===== config.mk =====
export PLATFORM = sky130hd
export DESIGN_NAME = uart_rate_gen
export DESIGN_NICKNAME = d
export VERILOG_FILES = /design/src/rtl/uart_rate_pkg.sv /design/src/rtl/rate_reload_value.sv /design/src/rtl/rate_prescaler.sv /design/src/rtl/rate_octet_counter.sv /design/src/rtl/uart_rate_gen.sv
export SDC_FILE = /design/constraint.sdc
export NUM_CORES = 1
export LEC_CHECK = 0
export ABC_AREA = 1
export ABC_CLOCK_PERIOD_IN_PS = 3850
export CORE_MARGIN = 5
export CORE_UTILIZATION = 38
export DETAILED_ROUTE_END_ITERATION = 10
export SYNTH_ARGS = -nofsm -noshare
export SYNTH_HDL_FRONTEND = slang
export SYNTH_SLANG_ARGS = --single-unit

===== constraint.sdc =====
create_clock -name clk_i -period 3.85 [get_ports clk_i]
set_input_delay 0.77 -clock clk_i [delete_from_list [all_inputs] [get_ports clk_i]]
set_output_delay 0.77 -clock clk_i [all_outputs]
set_load 0.05 [all_outputs]

===== src/rtl/uart_rate_pkg.sv =====
package uart_rate_pkg;
  localparam int unsigned DIV_W      = 16;
  localparam int unsigned OVERSAMPLE = 8;
  localparam int unsigned MIN_DIV    = 1;
  localparam int unsigned PHASE_W    = $clog2(OVERSAMPLE);

  typedef logic [DIV_W-1:0]   div_t;
  typedef logic [PHASE_W-1:0] phase_t;
endpackage


===== src/rtl/rate_reload_value.sv =====
module rate_reload_value #(
  parameter int unsigned DIV_W   = 16,
  parameter int unsigned MIN_DIV = 1
) (
  input  logic [DIV_W-1:0] divisor_i,
  output logic [DIV_W-1:0] reload_o
);
  localparam logic [DIV_W-1:0] FloorVal = DIV_W'(MIN_DIV);

  generate
    if (MIN_DIV == 0) begin : g_pass
      assign reload_o = divisor_i;
    end else begin : g_clamp
      always_comb begin
        if (divisor_i < FloorVal) reload_o = FloorVal;
        else                      reload_o = divisor_i;
      end
    end
  endgenerate
endmodule


===== src/rtl/rate_prescaler.sv =====
module rate_prescaler #(
  parameter int unsigned DIV_W = 16
) (
  input  logic             clk_i,
  input  logic             rst_ni,
  input  logic             enable_i,
  input  logic [DIV_W-1:0] reload_i,
  output logic             reload_o,
  output logic             sample_tick_o
);
  localparam logic [DIV_W-1:0] Zero = '0;
  localparam logic [DIV_W-1:0] One  = DIV_W'(1);

  logic [DIV_W-1:0] cnt_q, cnt_d;
  logic             tick_q, tick_d;
  logic             reload_w;

  assign reload_w = enable_i && (cnt_q == Zero);
  assign reload_o = reload_w;

  always_comb begin
    cnt_d  = cnt_q;
    tick_d = 1'b0;
    if (!enable_i) begin
      cnt_d = reload_i;
    end else if (reload_w) begin
      cnt_d  = reload_i;
      tick_d = 1'b1;
    end else begin
      cnt_d = cnt_q - One;
    end
  end

  always_ff @(posedge clk_i or negedge rst_ni) begin
    if (!rst_ni) begin
      cnt_q  <= Zero;
      tick_q <= 1'b0;
    end else begin
      cnt_q  <= cnt_d;
      tick_q <= tick_d;
    end
  end

  assign sample_tick_o = tick_q;

  // a strobe never lasts two cycles
  assert_tick_single_R7: assert property (@(posedge clk_i) disable iff (!rst_ni)
    sample_tick_o |=> !sample_tick_o);

  // no strobe follows a cycle in which the generator was disabled
  assert_quiet_when_off_R5: assert property (@(posedge clk_i) disable iff (!rst_ni)
    !enable_i |=> !sample_tick_o);

  // a reload never leaves the counter at zero, so the period is at least 2
  assert_min_period_R4: assert property (@(posedge clk_i) disable iff (!rst_ni)
    reload_w |=> (cnt_q != Zero));
endmodule


===== src/rtl/rate_octet_counter.sv =====
module rate_octet_counter #(
  parameter int unsigned OVERSAMPLE = 8,
  parameter int unsigned PHASE_W    = 3
) (
  input  logic clk_i,
  input  logic rst_ni,
  input  logic enable_i,
  input  logic step_i,
  output logic bit_tick_o
);
  localparam logic [PHASE_W-1:0] LastPhase = PHASE_W'(OVERSAMPLE - 1);
  localparam logic [PHASE_W-1:0] One       = PHASE_W'(1);

  logic [PHASE_W-1:0] phase_q, phase_d;
  logic               bit_q, bit_d;

  always_comb begin
    phase_d = phase_q;
    bit_d   = 1'b0;
    if (!enable_i) begin
      phase_d = '0;
    end else if (step_i) begin
      if (phase_q == LastPhase) begin
        phase_d = '0;
        bit_d   = 1'b1;
      end else begin
        phase_d = phase_q + One;
      end
    end
  end

  always_ff @(posedge clk_i or negedge rst_ni) begin
    if (!rst_ni) begin
      phase_q <= '0;
      bit_q   <= 1'b0;
    end else begin
      phase_q <= phase_d;
      bit_q   <= bit_d;
    end
  end

  assign bit_tick_o = bit_q;

  // a bit strobe never lasts two cycles
  assert_bit_single_R7: assert property (@(posedge clk_i) disable iff (!rst_ni)
    bit_tick_o |=> !bit_tick_o);

  // the phase restarts while disabled
  assert_phase_cleared_R5: assert property (@(posedge clk_i) disable iff (!rst_ni)
    !enable_i |=> (phase_q == '0));
endmodule


===== src/rtl/uart_rate_gen.sv =====
module uart_rate_gen
  import uart_rate_pkg::*;
(
  input  logic        clk_i,
  input  logic        rst_ni,
  input  logic        enable_i,
  input  logic [15:0] divisor_i,
  output logic        sample_tick_o,
  output logic        bit_tick_o
);
  div_t reload_val;
  logic reload_w;

  rate_reload_value #(.DIV_W(DIV_W), .MIN_DIV(MIN_DIV)) i_reload (
    .divisor_i (divisor_i),
    .reload_o  (reload_val)
  );

  rate_prescaler #(.DIV_W(DIV_W)) i_prescaler (
    .clk_i         (clk_i),
    .rst_ni        (rst_ni),
    .enable_i      (enable_i),
    .reload_i      (reload_val),
    .reload_o      (reload_w),
    .sample_tick_o (sample_tick_o)
  );

  rate_octet_counter #(.OVERSAMPLE(OVERSAMPLE), .PHASE_W(PHASE_W)) i_octet (
    .clk_i      (clk_i),
    .rst_ni     (rst_ni),
    .enable_i   (enable_i),
    .step_i     (reload_w),
    .bit_tick_o (bit_tick_o)
  );

  // the bit strobe always coincides with a sample strobe
  assert_bit_on_sample_R8: assert property (@(posedge clk_i) disable iff (!rst_ni)
    bit_tick_o |-> sample_tick_o);
endmodule


==> results by group, run 1 <==
Status
  • Status: complete, no violations

Route
  • Starting DRT DRC Count: 40
  • First drt pass iteration count: 4
  • Vias post-DR: between 1000 and 1500
  • ANT nets after route: 0
  • Avg Vias per Cell: 4.62
  • Drt wl/cell: 11.3 um
  • DR DRC count: 0
  • Final WL: 2.85 mm

Finish
  • Fraction of layout cells with a size suffix above 1: 0.0780
  • Final instance area: 1560 um^2
  • Final #Nets: approximately 230
  • Diode count: 0
  • Fin util: 0.466
  • Number of fill cells: 366
  • Final cell count without fillers: around 250
  • Synth-to-Final Area Change: 19.6%

Placement
  • Post-Place Setup Slack: 1.82 ns
  • Placement Cell Area: 1530 um^2
  • Hpwl dp: between 2 and 2.5 mm
  • Placed Cells: ~250
  • GPL Wtd Cong: 0.867
  • IO buf count: 20

Power and ir drop
  • Switching pwr: 158 uW
  • Pwr Total: 492 uW
  • Clock share of power: 0.227
  • Int Power: 334 uW
  • Combinational power share: 0.237
  • Reg power frac: 0.536
  • Peak supply drop: ~0.18 mV
  • Sw frac: 0.321
  • Leakage: about 0.74 nW
  • P per Cell Area: 316 nW/um^2

Setup path
  • Crit Reg-Reg Startpoint: i_prescaler.cnt_q[0]
  • Slowest cell on crit path: clkdlybuf4s50_1
  • CP arrival: 1.45 ns
  • Critical path fanouts, max: 1
  • Crit. Startpoint: i_prescaler.sample_tick_o
  • Reg-to-reg slack, setup: about 2.1 ns
  • Crit-path cells: clkdlybuf4s50_1
  • Critical path class: reg2out
  • Setup crit start kind: flip-flop
  • Crit end category: output pin
  • Critical path's top delay family: buffers and inverters
  • Worst reg2reg endpoint: i_prescaler.cnt_q[0]
  • CP Buf/Inv Count: 1
  • Slowest Stage Delay on Critical Path: 0.80 ns
  • Reg2Reg Depth: 9
  • CP required: 3.08 ns

GRT
  • Largest net degree at the start of global routing: 24
  • Number of global-route vias before repair: between 1000 and 1500
  • Gr ovfl total: 0
  • Antenna violations before repair: 0
  • Total Routing Usage GR: 0.145
  • First-pass GRT wire length: 5.09 mm

Synth
  • Netlist cell types: 21
  • Synth warn: 0
  • Post-synthesis instance area: approximately 1300 um^2
  • Synth top area share: 0.404
  • Sequential fraction of the synthesis area: 0.404
  • FF+latch count, synth: 21
  • Syn Area/Cell: 7.07 um^2
  • Top cells by area, synth: dfrtp_1 (40%), nand2_1 (19%), nor2_1 (7.8%), nand3_1 (5.0%), inv_1 (4.9%)
  • Cell count after synthesis: ~180
  • Syn Nets: about 210
  • Synth area leader: dfrtp_1

Die
  • # rows: 21
  • I/O pin count: 21
  • Initial core utilization: 0.390
  • CORE AREA: 3340 um^2
  • Die height: 68.5 um
  • Die W: 68.5 um
  • Total Die Area: 4690 um^2

Timing
  • Fin Setup TNS: 0 ns
  • Tmin final: 2.22 ns
  • Max-slew violation count: 0
  • Hold WS: 0.520 ns
  • Setup ws final: approximately 1.6 ns
  • Final setup violating endpoints: 0
  • Clock skew: between 0.007 and 0.008 ns
  • Slew margin rel.: 0.345
  • Part of the cycle the worst path needs: 0.577
  • Worst Tran Pin Value: approximately 0.98 ns
  • Fmax: roughly 450 MHz
  • Final hold viol count: 0
  • RSZ-0062 raised after global routing: no

Clock tree
  • Root Driver: clkbuf_4
  • CTS Hold Bufs: 0
  • Clock sinks: 21
  • Max H-tree Level: 1
  • CTS tree: done
  • Max Root-Sink Buffers: 2
  • Total CTS buffers: 3
  • Clk_lat worst skew: 0.31 ns
  • Post_cts resized: 0
  • Clock slew at reported path FFs: 0.13 ns
  • Postcts setup bufs: 0

Flow run
  • Max-cap violations: 0

Min path
  • Worst Hold Depth: 2
  • Worst Hold End: i_octet.phase_q[2]
  • Hold Startpoint: i_octet.phase_q[2]
  • HP Class: reg2reg
registers in the layout, indices dropped and copies added (netlist names):
name                       flops
i_octet.bit_tick_o             1
i_prescaler.sample_tick_o      1
i_prescaler.cnt_q             16
i_octet.phase_q                3
worst max-delay path by stage:
stage,end,cells after the start,slack [ns]
after detailed placement,i_prescaler.cnt_q[0],4,1.82
after floorplan,i_prescaler.cnt_q[13],10,2.42
after global placement,i_octet.phase_q[0],1,1.83
after CTS,sample_tick_o,1,1.61
after global routing,sample_tick_o,1,1.57
final,sample_tick_o,1,1.63
routing by layer:
metal  track usage  routed length, um  up-vias  share of wire
met5             0                  0        -              0
met4        0.0720                 48        0          0.017
met3        0.0259                 61        6          0.021
met2         0.232               1380       11           0.48
met1         0.187               1360      528           0.48
li1              -                  -      614              -
layout by cell type (no fill, tap or decap), drive strengths merged:
| cell | count |
|---|---|
| clkbuf | 3 |
| xor2 | 1 |
| nor2 | 32 |
| clkinv | 1 |
| ha | 3 |
| inv | 18 |
| o21ai | 8 |
| dfrtp | 21 |
| nand2 | 71 |
| nand3b | 2 |
| nor3 | 3 |
| xnor2 | 6 |
| clkdlybuf4s50 | 20 |
| a21oi | 3 |
| nand3 | 13 |
logic make-up (layout without fill, tap and decap cells):
group                      Yosys count  in the layout  synth area share
and+or+nand+nor                    121            121             0.395
DFF                                 21             21             0.404
adders and majority gates            3              3            0.0288
xor gates and xnor gates             7              7            0.0471
AOI/OAI and AO/OA                   11             11            0.0481
buffers and inverters               21             42            0.0769
power groups by stage:
| stage | combinational [mW] | sequential [mW] | clock (mW) |
|---|---|---|---|
| final | 0.117 | 0.264 | 0.111 |
| after floorplan | 0.0800 | 0.263 | 0 |
| after global placement | 0.116 | 0.267 | 0 |
| after global routing | 0.137 | 0.267 | 0.126 |
| after detailed placement | 0.118 | 0.268 | 0 |
| after CTS | 0.118 | 0.264 | 0.116 |
Yosys cell counts:
cell type	number
xor2_1	1
o21ai_0	7
o21ai_2	1
nor3_1	3
inv_4	1
ha_1	3
buf_6	2
nand3_1	13
a21oi_2	1
nor2_1	27
nand2_4	1
xnor2_1	6
buf_4	1
nor2_4	1
a21oi_1	2
nand3b_1	2
inv_1	17
nand2_2	3
nand2_1	67
dfrtp_1	21
nor2_2	4
layout make-up:
type / count / area (um^2) / area share
inverter: 18 / 70.1 / 0.0450
tap: 46 / 57.6 / 0.0370
timing repair buffer: 20 / 200 / 0.129
multi-input combinational: 142 / 676 / 0.434
clock buffer: 3 / 22.5 / 0.0145
sequential: 21 / 526 / 0.338
clock inverter: 1 / 5.00 / 0.00322
(Power assumes the default switching activity.)
==> run 2, diff against run 1 <==
--- a/config.mk
+++ b/config.mk
@@ -6,7 +6,7 @@
 export NUM_CORES = 1
 export LEC_CHECK = 0
 export ABC_AREA = 1
-export ABC_CLOCK_PERIOD_IN_PS = 3850
+export ABC_CLOCK_PERIOD_IN_PS = 2150
 export CORE_MARGIN = 5
 export CORE_UTILIZATION = 38
 export DETAILED_ROUTE_END_ITERATION = 10
==> constraint.sdc (replaced) <==
create_clock -name clk_i -period 2.15 [get_ports clk_i]
set_input_delay 0.43 -clock clk_i [delete_from_list [all_inputs] [get_ports clk_i]]
set_output_delay 0.43 -clock clk_i [all_outputs]
set_load 0.05 [all_outputs]
==> run 2 against run 1 <==
  * Via count rose by 2.7%
  * Total power grew 78%
  * Sequential power up 79%
  * Utilization is 0.19 points higher
  * Setup slack got worse by 1.3 ns
  * Die area is the same
  * Largest cell class unchanged
==> results by group, run 2 (synthesis results as in run 1) <==
Die
  • Total Die Area: 4690 um^2 (unchanged)
  • Initial core utilization: 0.390 (unchanged)
  • Die height: 68.5 um (unchanged)
  • CORE AREA: 3340 um^2 (unchanged)
  • I/O pin count: 21 (unchanged)
  • Die W: 68.5 um (unchanged)
  • # rows: 21 (unchanged)

GRT
  • Antenna violations before repair: 0 (unchanged)
  • First-pass GRT wire length: 4.95 mm (-2.6%)
  • Largest net degree at the start of global routing: 24 (unchanged)
  • Gr ovfl total: 0 (unchanged)
  • Total Routing Usage GR: 0.141 (-0.00385)
  • Number of global-route vias before repair: 1153 (-4.2%)

Min path
  • HP Class: in2async

Placement
  • Hpwl dp: 2.27 mm (+2.0%)
  • Post-Place Setup Slack: 0.449 ns (-1.37 ns)
  • GPL Wtd Cong: 0.892 (+2.9%)
  • IO buf count: 20 (unchanged)
  • Placement Cell Area: 1540 um^2 (+0.49%)

Clock tree
  • Clock slew at reported path FFs: 0.12 ns (about the same)
  • Clk_lat worst skew: 0.30 ns (about the same)
  • CTS tree: done
  • Max Root-Sink Buffers: 2 (unchanged)
  • Max H-tree Level: 1 (unchanged)
  • Clock sinks: 21 (unchanged)
  • Root Driver: clkbuf_4
  • CTS Hold Bufs: 0 (unchanged)
  • Post_cts resized: 0 (unchanged)
  • Total CTS buffers: 3 (unchanged)
  • Postcts setup bufs: 0 (unchanged)

Timing
  • Fmax: 537 MHz
  • Max-slew violation count: 0 (unchanged)
  • Setup ws final: 0.287 ns (-1.34 ns)
  • RSZ-0062 raised after global routing: no
  • Final hold viol count: 0 (unchanged)
  • Part of the cycle the worst path needs: 0.866
  • Clock skew: 0.00339 ns (-0.00411 ns)
  • Fin Setup TNS: 0 ns (unchanged)
  • Tmin final: about 1.9 ns
  • Final setup violating endpoints: 0 (unchanged)
  • Worst Tran Pin Value: 0.498 ns (-0.481 ns)
  • Slew margin rel.: 0.667 (+0.322)

Power and ir drop
  • P per Cell Area: 559 nW/um^2 (+77%)
  • Peak supply drop: 0.322 mV (+79%)
  • Leakage: 0.747 nW (+0.28%)
  • Pwr Total: 874 uW (+78%)

Setup path
  • CP required: 1.72 ns (-1.36 ns)
  • CP arrival: 1.43 ns (-0.02 ns)
  • Reg-to-reg slack, setup: 0.47 ns (-1.65 ns)
  • Slowest cell on crit path: clkdlybuf4s50_1
  • Slowest Stage Delay on Critical Path: 0.80 ns (about the same)
  • Critical path fanouts, max: 1 (unchanged)
  • Critical path's top delay family: buffers and inverters
  • Crit-path cells: clkdlybuf4s50_1
  • Critical path class: reg2out
  • Setup crit start kind: flip-flop
  • Crit end category: output pin
  • CP Buf/Inv Count: 1 (unchanged)

Finish
  • Synth-to-Final Area Change: 20.1%
  • Number of flip-flops in the largest register: 16 (unchanged)
  • Most frequent cells in the layout: nand2_1 (67), nor2_1 (27), dfrtp_1 (21), clkdlybuf4s50_1 (20), inv_1 (17)
  • Commonest non-fill, non-tap cell in the layout: nand2_1
  • Number of fill cells: 354 (-3.3%)
  • Final #Nets: 229 (+0.44%)
  • Largest regs: i_prescaler.cnt_q x16, i_octet.phase_q x3
  • Most flops, register: i_prescaler.cnt_q
  • Diode count: 0 (unchanged)
  • Final instance area: 1560 um^2 (+0.40%)
  • Fraction of layout cells with a size suffix above 1: 0.0777 (-0.000379)

Route
  • Avg Vias per Cell: 4.72 (+2.3%)
  • ANT nets after route: 0 (unchanged)
  • Final WL: 2.88 mm (+1.1%)
  • DR DRC count: 0 (unchanged)
  • Starting DRT DRC Count: 67 (+68%)
  • First drt pass iteration count: 4 (unchanged)
  • Drt wl/cell: 11.4 um (+0.72%)
  • Vias post-DR: 1190 (+2.7%)

Status
  • Status: complete, no violations

Flow run
  • Max-cap violations: 0 (unchanged)
run 2: worst paths after layout:
kind / start / endpoint / depth (start not counted)
max: i_prescaler.sample_tick_o / sample_tick_o / 1
min: rst_ni / i_prescaler.cnt_q[9] / 2
max reg2reg: i_prescaler.cnt_q[0] / i_prescaler.cnt_q[0] / 8
min reg2reg: i_octet.phase_q[2] / i_octet.phase_q[2] / 2
max in group asynchronous: rst_ni / i_prescaler.cnt_q[15] / 2
min in group clk_i: i_octet.phase_q[2] / i_octet.phase_q[2] / 2
run 2: power breakdown:
group          internal (mW)  leakage, nW  total (mW)  switching [mW]
Sequential             0.435        0.258       0.472          0.0378
Combinational         0.0948        0.473       0.211           0.116
Clock                 0.0722       0.0150       0.191           0.119
run 2: metal layers:
metal | vias to the layer above | part of all wire | global-route usage
met5 | - | 0 | 0
met4 | 0 | 0.0049 | 0.0447
met3 | 2 | 0.037 | 0.0259
met2 | 27 | 0.50 | 0.238
met1 | 546 | 0.46 | 0.182
li1 | 615 | - | -
run 2: cell type report:
class | instances | area [um^2] | share of cell area
Tap cell | 46 | 57.6 | 0.0368
Clock buffer | 4 | 26.3 | 0.0168
Timing Repair Buffer | 21 | 208 | 0.133
Sequential cell | 21 | 526 | 0.336
Multi-Input combinational cell | 142 | 676 | 0.432
Inverter | 18 | 70.1 | 0.0448
run 2: stage by stage:
step / hold slack, ns / util / instances
after floorplan: 0.134 / - / 184
after CTS: 0.467 / 0.468 / 252
after global placement: 0.477 / 0.460 / 248
after global routing: 0.467 / 0.468 / 252
final: 0.463 / 0.468 / 252
after detailed placement: 0.476 / 0.460 / 248
==> run 3, diff against run 2 <==
--- a/config.mk
+++ b/config.mk
@@ -10,6 +10,8 @@
 export CORE_MARGIN = 5
 export CORE_UTILIZATION = 38
 export DETAILED_ROUTE_END_ITERATION = 10
+export MAX_ROUTING_LAYER = met4
+export REMOVE_ABC_BUFFERS = 1
 export SYNTH_ARGS = -nofsm -noshare
 export SYNTH_HDL_FRONTEND = slang
 export SYNTH_SLANG_ARGS = --single-unit
==> run 3 against run 2 <==
  * Die area is the same
  * Final area is essentially flat
  * Combinational power is essentially flat
  * Sequential power is essentially flat
  * Worst hold slack lost 0.014 ns
  * Register-to-register slack is essentially flat
  * Final cell count is the same
  * Clock power grew 2%
  * Routed wire length shrank 3.4%
  * Non-clock buffer count is the same
  * Sequential share of layout area is essentially flat
  * Fmax shrank 0.70%
  * Highest routed layer unchanged
==> results by group, run 3 (synthesis results as in run 1) <==
Status
  • Status: complete, no violations

Finish
  • Final cell count without fillers: 252 (unchanged)
  • Largest regs: i_prescaler.cnt_q x16, i_octet.phase_q x3
  • Final instance area: 1560 um^2 (about the same)
  • Diode count: 0 (unchanged)
  • Synth-to-Final Area Change: 20.2% (about the same)
  • Fraction of layout cells with a size suffix above 1: 0.0825 (+0.00485)
  • Commonest non-fill, non-tap cell in the layout: nand2_1
  • Final #Nets: 229 (unchanged)
  • Number of flip-flops in the largest register: 16 (unchanged)
  • Number of fill cells: 335 (-5.4%)
  • Most flops, register: i_prescaler.cnt_q
  • Most frequent cells in the layout: nand2_1 (67), nor2_1 (27), dfrtp_1 (21), clkdlybuf4s50_1 (20), inv_1 (17)
  • Fin util: 0.469 (about the same)

Power and ir drop
  • Peak supply drop: 0.211 mV (-34%)
  • P per Cell Area: 562 nW/um^2 (+0.41%)
  • Reg power frac: 0.537 (-0.003)
  • Combinational power share: 0.241 (about the same)
  • Switching pwr: 279 uW (+2.6%)
  • Pwr Total: 878 uW (+0.49%)
  • Int Power: 599 uW (-0.46%)
  • Clock share of power: 0.221 (+0.003)
  • Sw frac: 0.318 (+0.00651)
  • Leakage: 0.749 nW (+0.37%)

Clock tree
  • Clock sinks: 21 (unchanged)
  • Root Driver: clkbuf_4
  • CTS tree: done
  • Max H-tree Level: 1 (unchanged)
  • Postcts setup bufs: 0 (unchanged)
  • Clock slew at reported path FFs: 0.13 ns (about the same)
  • Clk_lat worst skew: 0.30 ns (about the same)
  • CTS Hold Bufs: 0 (unchanged)
  • Max Root-Sink Buffers: 2 (unchanged)
  • Total CTS buffers: 3 (unchanged)
  • Post_cts resized: 0 (unchanged)

Timing
  • Slew margin rel.: 0.667 (about the same)
  • Worst Tran Pin Value: 0.498 ns (-0.000334 ns)
  • Max-slew violation count: 0 (unchanged)
  • Hold WS: 0.449 ns (-0.0141 ns)
  • RSZ-0062 raised after global routing: no
  • Final setup violating endpoints: 0 (unchanged)
  • Clock skew: 0.00607 ns (+0.00267 ns)
  • Tmin final: 1.88 ns (+0.0131 ns)
  • Fin Setup TNS: 0 ns (unchanged)
  • Setup ws final: 0.274 ns (-0.0131 ns)
  • Fmax: 533 MHz (-0.70%)
  • Final hold viol count: 0 (unchanged)
  • Part of the cycle the worst path needs: 0.872 (+0.00608)

Min path
  • HP Class: in2async

Route
  • Drt wl/cell: 11.0 um (-3.4%)
  • Starting DRT DRC Count: 78 (+16%)
  • DR DRC count: 0 (unchanged)
  • First drt pass iteration count: 4 (unchanged)
  • Final WL: 2.78 mm (-3.4%)
  • Avg Vias per Cell: 4.60 (-2.7%)
  • Vias post-DR: 1158 (-2.7%)
  • ANT nets after route: 0 (unchanged)

Setup path
  • Crit Reg-Reg Startpoint: i_prescaler.cnt_q[0]
  • Reg-to-reg slack, setup: 0.47 ns (about the same)
  • Critical path capture point: bit_tick_o
  • Crit end category: output pin
  • Crit-path cells: clkdlybuf4s50_1
  • Number of cells on the critical path: 1 (unchanged)
  • Slowest cell on crit path: clkdlybuf4s50_1
  • Worst reg2reg endpoint: i_octet.phase_q[1]
  • Critical path fanouts, max: 1 (unchanged)
  • Critical path class: reg2out
  • Slowest Stage Delay on Critical Path: 0.80 ns (about the same)
  • Crit. Startpoint: i_octet.bit_tick_o
  • Reg2Reg Depth: 9 (+1)
  • Critical path's top delay family: buffers and inverters
  • CP required: 1.72 ns (about the same)
  • Setup crit start kind: flip-flop
  • CP arrival: 1.45 ns (+0.02 ns)
  • CP Buf/Inv Count: 1 (unchanged)

GRT
  • Gr ovfl total: 0 (unchanged)
  • Largest net degree at the start of global routing: 24 (unchanged)
  • Antenna violations before repair: 0 (unchanged)
  • Total Routing Usage GR: 0.151 (+0.0100)
  • First-pass GRT wire length: 5.33 mm (+7.7%)
  • Number of global-route vias before repair: 1241 (+7.6%)

Die
  • Die W: 68.5 um (unchanged)
  • # rows: 21 (unchanged)
  • Initial core utilization: 0.390 (unchanged)
  • I/O pin count: 21 (unchanged)
  • CORE AREA: 3340 um^2 (unchanged)
  • Die height: 68.5 um (unchanged)
  • Total Die Area: 4690 um^2 (unchanged)

Placement
  • Placed Cells: 248 (unchanged)
  • Hpwl dp: 2.19 mm (-3.4%)
  • GPL Wtd Cong: 0.916 (+2.7%)
  • IO buf count: 20 (unchanged)
  • Placement Cell Area: 1540 um^2 (unchanged)
  • Post-Place Setup Slack: 0.453 ns (+0.00405 ns)

Flow run
  • Max-cap violations: 0 (unchanged)
run 3: cell types whose count changed in the layout (fill, tap and decap cells not counted), sizes merged:
cell	delta
clkbuf	-1
clkinv	+1
run 3: metal layers:
metal | track usage | share of wire | up-vias
li1 | - | - | 614
met1 | 0.194 | 0.46 | 511
met2 | 0.243 | 0.48 | 29
met3 | 0.0227 | 0.049 | 4
met4 | 0.0521 | 0.011 | 0
met5 | - | 0 | -
run 3: layout make-up:
cell class              count  area [um^2]  area share
well taps                  46         57.6      0.0368
clock inverters             1         5.00     0.00320
multi-input cells         142          676       0.432
repair buffers             21          208       0.133
inverters                  18         70.1      0.0448
flip-flops and latches     21          526       0.336
clock buffers               3         22.5      0.0144
run 3: power by group through the flow:
stage	logic (mW)	clock network [mW]	registers, mW
after floorplan	0.137	0	0.471
after global placement	0.210	0	0.479
after detailed placement	0.212	0	0.479
after CTS	0.215	0.207	0.471
after global routing	0.247	0.218	0.478
final	0.212	0.195	0.472
run 3: how the worst min path moves through the flow:
stage / from / endpoint / slack, ns / depth (start not counted)
global route: rst_ni / i_prescaler.cnt_q[12] / 0.47 / 2
global placement: i_octet.phase_q[2] / i_octet.phase_q[2] / 0.48 / 2
finish: rst_ni / i_prescaler.cnt_q[12] / 0.45 / 2
detailed placement: i_octet.phase_q[2] / i_octet.phase_q[2] / 0.49 / 2
CTS: rst_ni / i_prescaler.cnt_q[3] / 0.45 / 2
floorplan: rst_ni / i_octet.bit_tick_o / 0.13 / 0
